### config.mk
export PLATFORM = sky130hd
export DESIGN_NAME = hdlc_rx_filter
export DESIGN_NICKNAME = d
export VERILOG_FILES = /design/src/rtl/hdlc_rx_pkg.sv /design/src/rtl/hdlc_rx_dp.sv /design/src/rtl/hdlc_rx_ctl.sv /design/src/rtl/hdlc_rx_filter.sv
export SDC_FILE = /design/constraint.sdc
export NUM_CORES = 1
export LEC_CHECK = 0
export BUFFER_PORTS_ARGS = -buffer_cell sky130_fd_sc_hd__buf_4
export CAP_MARGIN = 15
export CORE_MARGIN = 8
export CORE_UTILIZATION = 50
export CTS_CLUSTER_DIAMETER = 60
export DETAILED_ROUTE_END_ITERATION = 10
export PLACE_DENSITY = 0.67
export SLEW_MARGIN = 5
export SYNTH_ARGS = -nofsm -noshare
export SYNTH_HDL_FRONTEND = slang
export SYNTH_SLANG_ARGS = --single-unit
### constraint.sdc
create_clock -name clk -period 2.05 [get_ports clk]
set_clock_uncertainty 0.05 [all_clocks]
set_input_delay 0.615 -clock clk [delete_from_list [all_inputs] [get_ports clk]]
set_output_delay 0.615 -clock clk [all_outputs]
set_load 0.01 [all_outputs]
### src/rtl/hdlc_rx_pkg.sv
package hdlc_rx_pkg;
  localparam int BYTE_W    = 8;
  localparam int CNT_W     = 4;
  localparam int FCS_BYTES = 2;
  localparam int PIPE      = FCS_BYTES + 1;
  localparam int MIN_GOOD  = FCS_BYTES + 2;
  localparam logic [15:0] CRC_PRESET  = 16'hFFFF;
  localparam logic [15:0] CRC_POLY_R  = 16'h8408;
  localparam logic [15:0] CRC_RESIDUE = 16'hF0B8;
  localparam logic [7:0]  ALL_CALL    = 8'hFF;

  localparam logic [1:0] TAG_MID      = 2'b00;
  localparam logic [1:0] TAG_FIRST    = 2'b01;
  localparam logic [1:0] TAG_GOOD_END = 2'b10;
  localparam logic [1:0] TAG_BAD_END  = 2'b11;

  typedef enum logic [1:0] {ST_HUNT, ST_FRAME, ST_SKIP} rxStateE;

  // strobes from control into the datapath
  typedef struct packed {
    logic       run;
    logic       openFrame;
    logic       emit;
    logic [1:0] emitTag;
  } rxCtlS;

  // events and counters from the datapath into control
  typedef struct packed {
    logic              evFlag;
    logic              evAbort;
    logic              byteDone;
    logic [BYTE_W-1:0] newByte;
    logic [CNT_W-1:0]  byteCnt;
    logic [2:0]        bitCnt;
    logic              crcOk;
  } rxStatS;

  function automatic logic [15:0] crc16Byte(input logic [15:0] c, input logic [7:0] d);
    logic [15:0] r;
    r = c;
    for (int i = 0; i < 8; i++) begin
      if (r[0] ^ d[i]) r = (r >> 1) ^ CRC_POLY_R;
      else             r = r >> 1;
    end
    return r;
  endfunction
endpackage

### src/rtl/hdlc_rx_dp.sv
module hdlc_rx_dp
  import hdlc_rx_pkg::*;
#(
  parameter int IDLE_RUN = 15
) (
  input  logic              clk,
  input  logic              rstN,
  input  logic              bitValid,
  input  logic              bitIn,
  input  rxCtlS             ctl,
  output rxStatS            stat,
  output logic              fifoWrEn,
  output logic [BYTE_W-1:0] fifoWrData,
  output logic [1:0]        fifoWrTag,
  output logic              idleChannel,
  output logic              idleValid
);
  localparam int ONES_W = $clog2(IDLE_RUN + 1);
  localparam logic [ONES_W-1:0] RUN_MAX  = ONES_W'(IDLE_RUN);
  localparam logic [ONES_W-1:0] RUN_FIVE = ONES_W'(5);
  localparam logic [ONES_W-1:0] RUN_SIX  = ONES_W'(6);

  logic [ONES_W-1:0] onesRun;
  logic [ONES_W-1:0] seenCnt;
  logic [BYTE_W-1:0] shiftReg;
  logic [2:0]        bitCnt;
  logic [CNT_W-1:0]  byteCnt;
  logic [15:0]       crcReg;
  logic [BYTE_W-1:0] pipeQ [PIPE];

  logic step, atFive, atSix, stuffBit, dataStep, byteDone;
  logic [BYTE_W-1:0] newByte;

  always_comb begin
    step     = bitValid & ctl.run;
    atFive   = (onesRun == RUN_FIVE);
    atSix    = (onesRun == RUN_SIX);
    stuffBit = step & ~bitIn & atFive;
    dataStep = step & ~stuffBit & ~atSix;
    byteDone = dataStep & (bitCnt == 3'd7);
    newByte  = {bitIn, shiftReg[BYTE_W-1:1]};
  end

  always_comb begin
    stat.evFlag   = step & ~bitIn & atSix;
    stat.evAbort  = step &  bitIn & atSix;
    stat.byteDone = byteDone;
    stat.newByte  = newByte;
    stat.byteCnt  = byteCnt;
    stat.bitCnt   = bitCnt;
    stat.crcOk    = (crcReg == CRC_RESIDUE);
  end

  // run of ones and idle tracking
  always_ff @(posedge clk or negedge rstN) begin
    if (!rstN) begin
      onesRun   <= '0;
      seenCnt   <= '0;
      idleValid <= 1'b0;
    end else if (!ctl.run) begin
      onesRun   <= '0;
      seenCnt   <= '0;
      idleValid <= 1'b0;
    end else if (step) begin
      if (!bitIn)                  onesRun <= '0;
      else if (onesRun != RUN_MAX) onesRun <= onesRun + 1'b1;
      if (seenCnt != RUN_MAX) seenCnt <= seenCnt + 1'b1;
      if (!bitIn || seenCnt == RUN_MAX - 1'b1) idleValid <= 1'b1;
    end
  end

  assign idleChannel = ctl.run & (onesRun == RUN_MAX);

  // byte assembly and check sequence
  always_ff @(posedge clk or negedge rstN) begin
    if (!rstN) begin
      shiftReg <= '0;
      bitCnt   <= '0;
      byteCnt  <= '0;
      crcReg   <= CRC_PRESET;
    end else if (ctl.openFrame) begin
      bitCnt   <= '0;
      byteCnt  <= '0;
      crcReg   <= CRC_PRESET;
    end else if (dataStep) begin
      shiftReg <= newByte;
      bitCnt   <= bitCnt + 1'b1;
      if (byteDone) begin
        if (byteCnt != '1) byteCnt <= byteCnt + 1'b1;
        crcReg <= crc16Byte(crcReg, newByte);
      end
    end
  end

  // hold line: newest bytes wait here until it is known they are not check bytes
  for (genvar s = 0; s < PIPE; s++) begin : g_pipe
    if (s == PIPE - 1) begin : g_tail
      always_ff @(posedge clk or negedge rstN) begin
        if (!rstN)         pipeQ[s] <= '0;
        else if (byteDone) pipeQ[s] <= newByte;
      end
    end else begin : g_body
      always_ff @(posedge clk or negedge rstN) begin
        if (!rstN)         pipeQ[s] <= '0;
        else if (byteDone) pipeQ[s] <= pipeQ[s+1];
      end
    end
  end

  always_ff @(posedge clk or negedge rstN) begin
    if (!rstN) begin
      fifoWrEn   <= 1'b0;
      fifoWrData <= '0;
      fifoWrTag  <= TAG_MID;
    end else begin
      fifoWrEn <= ctl.emit;
      if (ctl.emit) begin
        fifoWrData <= pipeQ[0];
        fifoWrTag  <= ctl.emitTag;
      end
    end
  end
endmodule

### src/rtl/hdlc_rx_ctl.sv
module hdlc_rx_ctl
  import hdlc_rx_pkg::*;
(
  input  logic              clk,
  input  logic              rstN,
  input  logic              rxEnable,
  input  logic              addrMatchEn,
  input  logic [BYTE_W-1:0] stationAddr,
  input  rxStatS            stat,
  output rxCtlS             ctl,
  output logic              abortPulse,
  output logic              rxActive
);
  localparam logic [CNT_W-1:0] CNT_PIPE = CNT_W'(PIPE);
  localparam logic [CNT_W-1:0] CNT_GOOD = CNT_W'(MIN_GOOD);

  rxStateE state, stateNext;
  logic inPacket, closeGood, addrReject;

  always_comb begin
    inPacket   = (state == ST_FRAME) && (stat.byteCnt != '0);
    closeGood  = (stat.byteCnt >= CNT_GOOD) && (stat.bitCnt == 3'd7) && stat.crcOk;
    addrReject = (state == ST_FRAME) && stat.byteDone && (stat.byteCnt == '0) &&
                 addrMatchEn && (stat.newByte != stationAddr) && (stat.newByte != ALL_CALL);

    ctl.run       = rxActive;
    ctl.openFrame = stat.evFlag;
    ctl.emit      = 1'b0;
    ctl.emitTag   = TAG_MID;
    if (state == ST_FRAME) begin
      if (stat.evFlag && stat.byteCnt >= CNT_PIPE) begin
        ctl.emit    = 1'b1;
        ctl.emitTag = closeGood ? TAG_GOOD_END : TAG_BAD_END;
      end else if (stat.evAbort && stat.byteCnt > CNT_PIPE) begin
        ctl.emit    = 1'b1;
        ctl.emitTag = TAG_BAD_END;
      end else if (stat.byteDone && stat.byteCnt >= CNT_PIPE) begin
        ctl.emit    = 1'b1;
        ctl.emitTag = (stat.byteCnt == CNT_PIPE) ? TAG_FIRST : TAG_MID;
      end
    end

    stateNext = state;
    if (!rxActive)         stateNext = ST_HUNT;
    else if (stat.evFlag)  stateNext = ST_FRAME;
    else if (stat.evAbort) stateNext = ST_HUNT;
    else if (addrReject)   stateNext = ST_SKIP;
  end

  always_ff @(posedge clk or negedge rstN) begin
    if (!rstN) begin
      state      <= ST_HUNT;
      rxActive   <= 1'b0;
      abortPulse <= 1'b0;
    end else begin
      state      <= stateNext;
      rxActive   <= rxEnable | inPacket;
      abortPulse <= (state == ST_FRAME) && stat.evAbort && (stat.byteCnt != '0);
    end
  end
endmodule

### src/rtl/hdlc_rx_filter.sv
module hdlc_rx_filter
  import hdlc_rx_pkg::*;
#(
  parameter int IDLE_RUN = 15
) (
  input  logic        clk,
  input  logic        rstN,
  input  logic        bitValid,
  input  logic        bitIn,
  input  logic        rxEnable,
  input  logic        addrMatchEn,
  input  logic [7:0]  stationAddr,
  output logic        fifoWrEn,
  output logic [7:0]  fifoWrData,
  output logic [1:0]  fifoWrTag,
  output logic        abortPulse,
  output logic        idleChannel,
  output logic        idleValid
);
  rxCtlS  ctlBus;
  rxStatS statBus;
  logic   rxActive;

  hdlc_rx_ctl u_ctl (
    .clk(clk), .rstN(rstN), .rxEnable(rxEnable), .addrMatchEn(addrMatchEn),
    .stationAddr(stationAddr), .stat(statBus), .ctl(ctlBus),
    .abortPulse(abortPulse), .rxActive(rxActive)
  );

  hdlc_rx_dp #(.IDLE_RUN(IDLE_RUN)) u_dp (
    .clk(clk), .rstN(rstN), .bitValid(bitValid), .bitIn(bitIn), .ctl(ctlBus),
    .stat(statBus), .fifoWrEn(fifoWrEn), .fifoWrData(fifoWrData),
    .fifoWrTag(fifoWrTag), .idleChannel(idleChannel), .idleValid(idleValid)
  );
endmodule

==> flow_summary_export.csv, run 1 <==
group,metric,value,unit
synth,synth_seq_cells,78,
critical_path,max_stage_delay,0.38,ns
global_route,grt-ovfl-total,0,
route,ant_nets,0,
clock_network,clockBufferDepth,2,
worst_hold_path,min_path_type,"input pin to asynchronous set/reset pin",
global_route,grt_max_degree,79,
timing,relSlewSlack,65.7,%
synth,synth_largest_area_cell,"dfrtp_1",
timing,finalCritPeriodShare,99.2,%
critical_path,startpoint_type,"flop",
route,drc_errors,0,
clock_network,h-tree-depth,3,
die,die_w,102,um
synth,syn_inst,316,
synth,async_reset_ff_share,100,%
finish,final_common_cell,"dfrtp_1",
synth,yosys-top-cells-area,"dfrtp_1, dfstp_2, mux2_2, xnor2_1, xor2_1",
synth,syn_nets,339,
place,hpwl,5360,um
run_status,outcome,"finished clean",
finish,fill_cells,611,
power,leakage,2.08,nW
synth,ys_types,44,
die,row_count,31,
synth,synth_xor_area_share,7.81,%
synth,synth-compound-area-share,9.74,%
route,postRouteWirelength,7700,um
die,ios,28,
route,wl_met2,3690,um
clock_network,cts_tree,"done",
clock_network,root_buffer,"clkbuf_8",
global_route,antenna_found_initial,0,
finish,final_cell_mix,"dfrtp_1, buf_4, mux2_2",
finish,fin_util,61.2,%
timing,min_period,2.03,ns
synth,synth_top_area_share,41.9,%
critical_path,crit_arrival,1.37,ns
place,pre_cts_ws,-0.103,ns
die,dieArea,0.0104,mm2
critical_path,cp.required,1.38,ns
route,wl_met1,3580,um
synth,synthAdderAreaFrac,3.04,%
synth,syn_area_per_cell,11.7,um2
route,top_layer_used,"met4",
route,dr.pass1.iters,4,
timing,worst_pin_slew,0.511,ns
finish,drive_above_1_share,35.1,%
clock_network,clock_latency,0.35,ns
critical_path,cp-end-kind,"output pin",
clock_network,cts_inserted_buffers,9,
finish,synthToLayoutAreaGrowth,19.4,%
critical_path,crit_path_cell_trace,"buf_6 > ha_2 > and4_1 > buf_6",
critical_path,r2r_start,"u_dp.onesRun[0]$_DFFE_PN0P_",
route,dr_total_vias,2494,
die,core-area,0.00721,mm2
critical_path,slowest_stage,"dfrtp_1",
finish,num_antenna_cells,0,
critical_path,cpMostUsedCell,"buf_6",
clock_network,cts.sinks,78,
place,gp_congestion,0.813,
power,powerDensity,1120,mW/mm2
timing,clock.fmax,492,MHz
route,drtIter0Drc,88,
synth,synth-seq-area-share,53.3,%
route,wl_per_cell,16.5,um
global_route,grt_pass1_vias,2493,
synth,synth_top_family_by_area,"simple AND/OR/NAND/NOR gates",
die,start_util,51.3,%
place,port_buffers,27,
synth,muxShareOfSynthArea,11.3,%
synth,synth_area,0.00370,mm2
timing,hold_viol_final,0,
route,vias_per_cell,5.34,
power,ir_worst_vdd,0.662,mV
flow_run,max-cap-violations,0,
critical_path,crit_start,"u_dp.onesRun[0]$_DFFE_PN0P_",
synth,ys_warn_count,0,
die,die_h,102,um
timing,final_max_slew_viol_count,0,
global_route,track_usage,15.8,%
synth,ys.flop_type,"dfrtp_1",
timing,worst_slack,0.0164,ns
critical_path,cp_max_fo,3,
global_route,grt_first_pass_wirelength,12600,um
critical_path,path_class,"flop to output pin",
synth,synthSimpleGateAreaFrac,12.2,%
clock_network,clk_pin_slew,0.09,ns
finish,finalNetCount,386,
route,wl_met3,296,um
synth,synth-edff-count,0,
timing,setup_violations,0,
## routing by layer
metal | up-vias | track usage, %
met2 | 36 | 24.4
met3 | 10 | 2.93
li1 | 1215 | -
met4 | 0 | 7.11
met1 | 1233 | 21.0
met5 | - | 0
## kinds of logic after synthesis
family	after synthesis
buf+inv	22
compound gates	54
xor+xnor	33
fa+ha+maj	9
mux	37
flops	78
simple gates	83
## critical path: cells and delay by family (launching register included)
family        cells  cell delay (ns)
fa+ha+maj         1             0.19
buf+inv           2             0.23
flops             1             0.38
simple gates      1             0.23
## area by class of cell
class                      instances  area (um2)  share of cell area [%]
clock buffer                       9         124                    2.81
clock inverter                     7        97.6                    2.21
inverter                          11        41.3                   0.935
multi-input combinational        216        1660                    37.5
sequential                        78        1970                    44.7
tap                               99         124                    2.81
timing repair buffer              47         398                    9.01
## Yosys cell counts, types with 2 or more instances
library cell   n
a21oi_1       13
nand2b_1       4
or2_2          3
o21ai_0       19
or3_1          2
a32o_1         2
nand4_1        6
xnor2_1       17
and4_1         3
buf_2          5
mux2_2        37
o22a_1         2
nor4_1         4
a211oi_1       2
dfstp_2       16
nor2b_1        2
xor2_1        16
o211ai_1       4
nor2_1        18
and3_1         4
a22o_1         2
a2bb2oi_1      3
nor3_1         7
nand2_1       17
ha_1           9
inv_1         11
dfrtp_1       62
clkbuf_1       4
nand3_1        7
## timing repair
action | in CTS | in global routing
hold buffers | 0 | 0
cloned | 0 | 0
endpoints found under the hold margin | 0 | 0
endpoints found under the setup margin | 6 | 11
pin swaps | 1 | 2
setup buffers | 2 | 2
resized for setup | 3 | 5
## report_power, final
part / switching (W) / total, W / internal (W)
logic: 0.000662 / 0.00140 / 0.000736
registers: 0.000324 / 0.00228 / 0.00195
clock network: 0.000588 / 0.00128 / 0.000690
total: 0.00157 / 0.00495 / 0.00338
## sequential cells by signal (all words and copies together), names as in the netlist
| name | cells |
|---|---|
| u_dp.pipeQ | 24 |
| u_dp.crcReg | 16 |
| u_dp.fifoWrData | 8 |
| u_dp.shiftReg | 7 |
| u_dp.byteCnt | 4 |
| u_dp.onesRun | 4 |
| u_dp.seenCnt | 4 |
| u_dp.bitCnt | 3 |
| u_ctl.state | 2 |
| u_dp.fifoWrTag | 2 |
| u_ctl.abortPulse | 1 |
| u_ctl.rxActive | 1 |
| u_dp.fifoWrEn | 1 |
| u_dp.idleValid | 1 |
## through the flow
stage | setup TNS (ns) | hold slack [ns] | instances | instance area [um2] | power, W
after global routing | -0.0384 | 0.230 | 467 | 4420 | 0.00527
after CTS | -0.00278 | 0.241 | 465 | 4360 | 0.00497
after floorplan | 0 | 0.269 | 316 | 3700 | 0.00325
after detailed placement | -0.790 | 0.425 | 447 | 4120 | 0.00369
final | 0 | 0.205 | 467 | 4420 | 0.00495
after global placement | -0.455 | 0.417 | 447 | 4120 | 0.00364
## final timing paths
check / end / cells past startpoint / slack [ns]
max: idleChannel / 4 / 0.02
min: u_dp.pipeQ[13]$_DFFE_PN0N_ / 2 / 0.20
max reg2reg: u_dp.fifoWrData[4]$_DFFE_PN0P_ / 8 / 0.07
min reg2reg: u_dp.pipeQ[6]$_DFFE_PN0N_ / 2 / 0.44
max in group asynchronous: u_dp.crcReg[5]$_DFFE_PN1P_ / 2 / 1.37
min in group clk: u_ctl.rxActive$_DFF_PN0_ / 2 / 0.41
Power figures use the tool's default switching activity.
==> inputs of run 2 (changes only) <==
Settings changed: CORE_UTILIZATION 50 to 40, PLACE_DENSITY 0.67 to 0.55.
==> run 2 against run 1 <==
Effect of this change: first-iteration DRC count increased by 16%; sequential power about the same; worst setup slack improved by 0.051 ns; final cell count increased by 3.0%; clock-buffer cell count increased by 1; routed wire length decreased by 0.23%; non-clock buffer count increased by 2; total power decreased by 1.4%; global-route usage decreased by 2.5 points; final area increased by 0.43%; flip-flop and latch count unchanged; die area increased by 21%; highest routed layer unchanged.
==> flow_summary_export.csv, run 2 (synthesis results as in run 1) <==
group,metric,value,unit
run_status,outcome,"finished clean",
global_route,grt_first_pass_wirelength,13200,um
die,core-area,0.00911,mm2
timing,hold_viol_final,0,
global_route,track_usage,13.3,%
global_route,grt_max_degree,44,
global_route,use_met1,17.7,%
critical_path,r2r_end,"u_dp.fifoWrData[7]$_DFFE_PN0P_",
place,port_buffers,27,
finish,largest_reg_flops,24,
power,power_frac_clock,24.5,%
die,start_util,40.6,%
power,comb_power_share,29.5,%
timing,setup_violations,0,
timing,final_max_slew_viol_count,0,
critical_path,cp.required,1.38,ns
finish,final_area,0.00443,mm2
global_route,grt-ovfl-total,0,
critical_path,cp-end-kind,"output pin",
global_route,met3_usage,4.40,%
place,place_area,0.00417,mm2
timing,min_period,1.98,ns
die,dieArea,0.0126,mm2
critical_path,r2r_start,"u_dp.byteCnt[0]$_DFFE_PN0P_",
critical_path,slowest_stage,"dfrtp_1",
finish,drive_above_1_share,35.1,%
timing,clock.fmax,504,MHz
critical_path,reg2regPathDepth,5,
finish,top_regs,"u_dp.pipeQ: 24 flops, u_dp.crcReg: 16 flops, u_dp.fifoWrData: 8 flops",
critical_path,max_stage_delay,0.41,ns
finish,final_common_cell,"dfrtp_1",
power,ir_worst_vdd,0.401,mV
route,dr_total_vias,2491,
route,dr.pass1.iters,4,
clock_network,clockBufferDepth,2,
clock_network,cts.sinks,78,
clock_network,cts_inserted_buffers,9,
power,powerDensity,1100,mW/mm2
die,row_count,35,
route,drtIter0Drc,102,
timing,finalCritPeriodShare,96.7,%
critical_path,crit_arrival,1.32,ns
clock_network,cts_tree,"done",
route,drc_errors,0,
global_route,grt_pass1_vias,2542,
power,sequentialPowerShare,46.0,%
global_route,grtUsageMet2,19.7,%
clock_network,clk_pin_slew,0.09,ns
die,die_w,112,um
clock_network,clock_latency,0.36,ns
route,vias_per_cell,5.18,
route,postRouteWirelength,7680,um
route,ant_nets,0,
route,wl_per_cell,16.0,um
place,gp_congestion,0.781,
finish,synthToLayoutAreaGrowth,19.9,%
critical_path,cp_max_fo,5,
power,p_int,0.00333,W
timing,relSlewSlack,68.8,%
critical_path,crit_path_cell_trace,"ha_2 > and4_4 > buf_6",
timing,worst_pin_slew,0.464,ns
power,p_sw_share,31.9,%
clock_network,h-tree-depth,3,
finish,fill_cells,830,
die,die_h,112,um
flow_run,max-cap-violations,0,
critical_path,startpoint_type,"flop",
global_route,antenna_found_initial,0,
place,hpwl,5400,um
finish,num_antenna_cells,0,
global_route,top_usage_layer,"met2",
finish,finalNetCount,388,
power,p_sw,0.00156,W
critical_path,path_class,"flop to output pin",
power,leakage,2.09,nW
clock_network,root_buffer,"clkbuf_8",
die,ios,28,
finish,top_register,"u_dp.pipeQ",
power,finalPower,0.00488,W
finish,final_cell_mix,"dfrtp_1, buf_4, mux2_2",
worst_hold_path,min_path_type,"input pin to asynchronous set/reset pin",
critical_path,reg2reg_slack,0.09,ns
[run 2: layout make-up]
type                       count  area, um2  area share [%]
sequential                    78       1970            44.5
multi-input combinational    216       1650            37.3
timing repair buffer          49        422            9.51
tap                          111        139            3.13
clock buffer                  10        138            3.10
clock inverter                 6       68.8            1.55
inverter                      11       41.3           0.931
[run 2: worst max-delay path: cells and delay by family (launching register included)]
kind	cells	cell delay [ns]
simple gates	1	0.24
buf+inv	1	0.10
fa+ha+maj	1	0.22
flops	1	0.41
[run 2: worst max path at each step]
stage                           startpoint                             end  slack [ns]
2_1_floorplan                        bitIn  u_dp.fifoWrData[0]$_DFFE_PN0P_        0.09
3_3_place_gp                         bitIn  u_dp.fifoWrData[2]$_DFFE_PN0P_       -0.11
3_5_place_dp                         bitIn  u_dp.fifoWrData[6]$_DFFE_PN0P_       -0.16
4_1_cts        u_dp.byteCnt[0]$_DFFE_PN0P_  u_dp.fifoWrData[7]$_DFFE_PN0P_       0.008
5_1_grt        u_dp.onesRun[1]$_DFFE_PN0P_                     idleChannel       -0.01
6_report       u_dp.onesRun[1]$_DFFE_PN0P_                     idleChannel        0.07
[run 2: power groups by stage]
stage | Combinational (W) | Sequential, W | Clock (W)
after global placement | 0.00143 | 0.00227 | 0
after detailed placement | 0.00143 | 0.00228 | 0
after global routing | 0.00162 | 0.00231 | 0.00131
after CTS | 0.00145 | 0.00225 | 0.00123
after floorplan | 0.00106 | 0.00220 | 0
final | 0.00144 | 0.00225 | 0.00120
[run 2: what timing repair did]
action / 4_1_cts / 5_1_grt
setup endpoints to repair: 9 / 11
buffers inserted: 1 / 2
pin swaps: 1 / 3
hold buffers: 0 / 0
gates resized for setup: 1 / 5
[run 2: per-layer routing]
layer | share of wire (%) | vias to the layer above | wire [um]
met5 | 0 | - | 0
met4 | 1.4 | 0 | 107
met3 | 4.6 | 9 | 357
met2 | 46 | 38 | 3550
met1 | 48 | 1229 | 3660
li1 | - | 1215 | -
[run 2: per-stage QoR]
stage / util [%] / cells / setup WS (ns) / TNS (ns) / hold WS [ns]
after floorplan: - / 316 / 0.0933 / 0 / 0.269
after global placement: 45.7 / 462 / -0.111 / -0.975 / 0.409
after detailed placement: 45.7 / 462 / -0.164 / -1.41 / 0.428
after CTS: 48.1 / 479 / 0.00757 / 0 / 0.0887
after global routing: 48.7 / 481 / -0.0121 / -0.0121 / 0.0904
final: 48.7 / 481 / 0.0675 / 0 / 0.0966
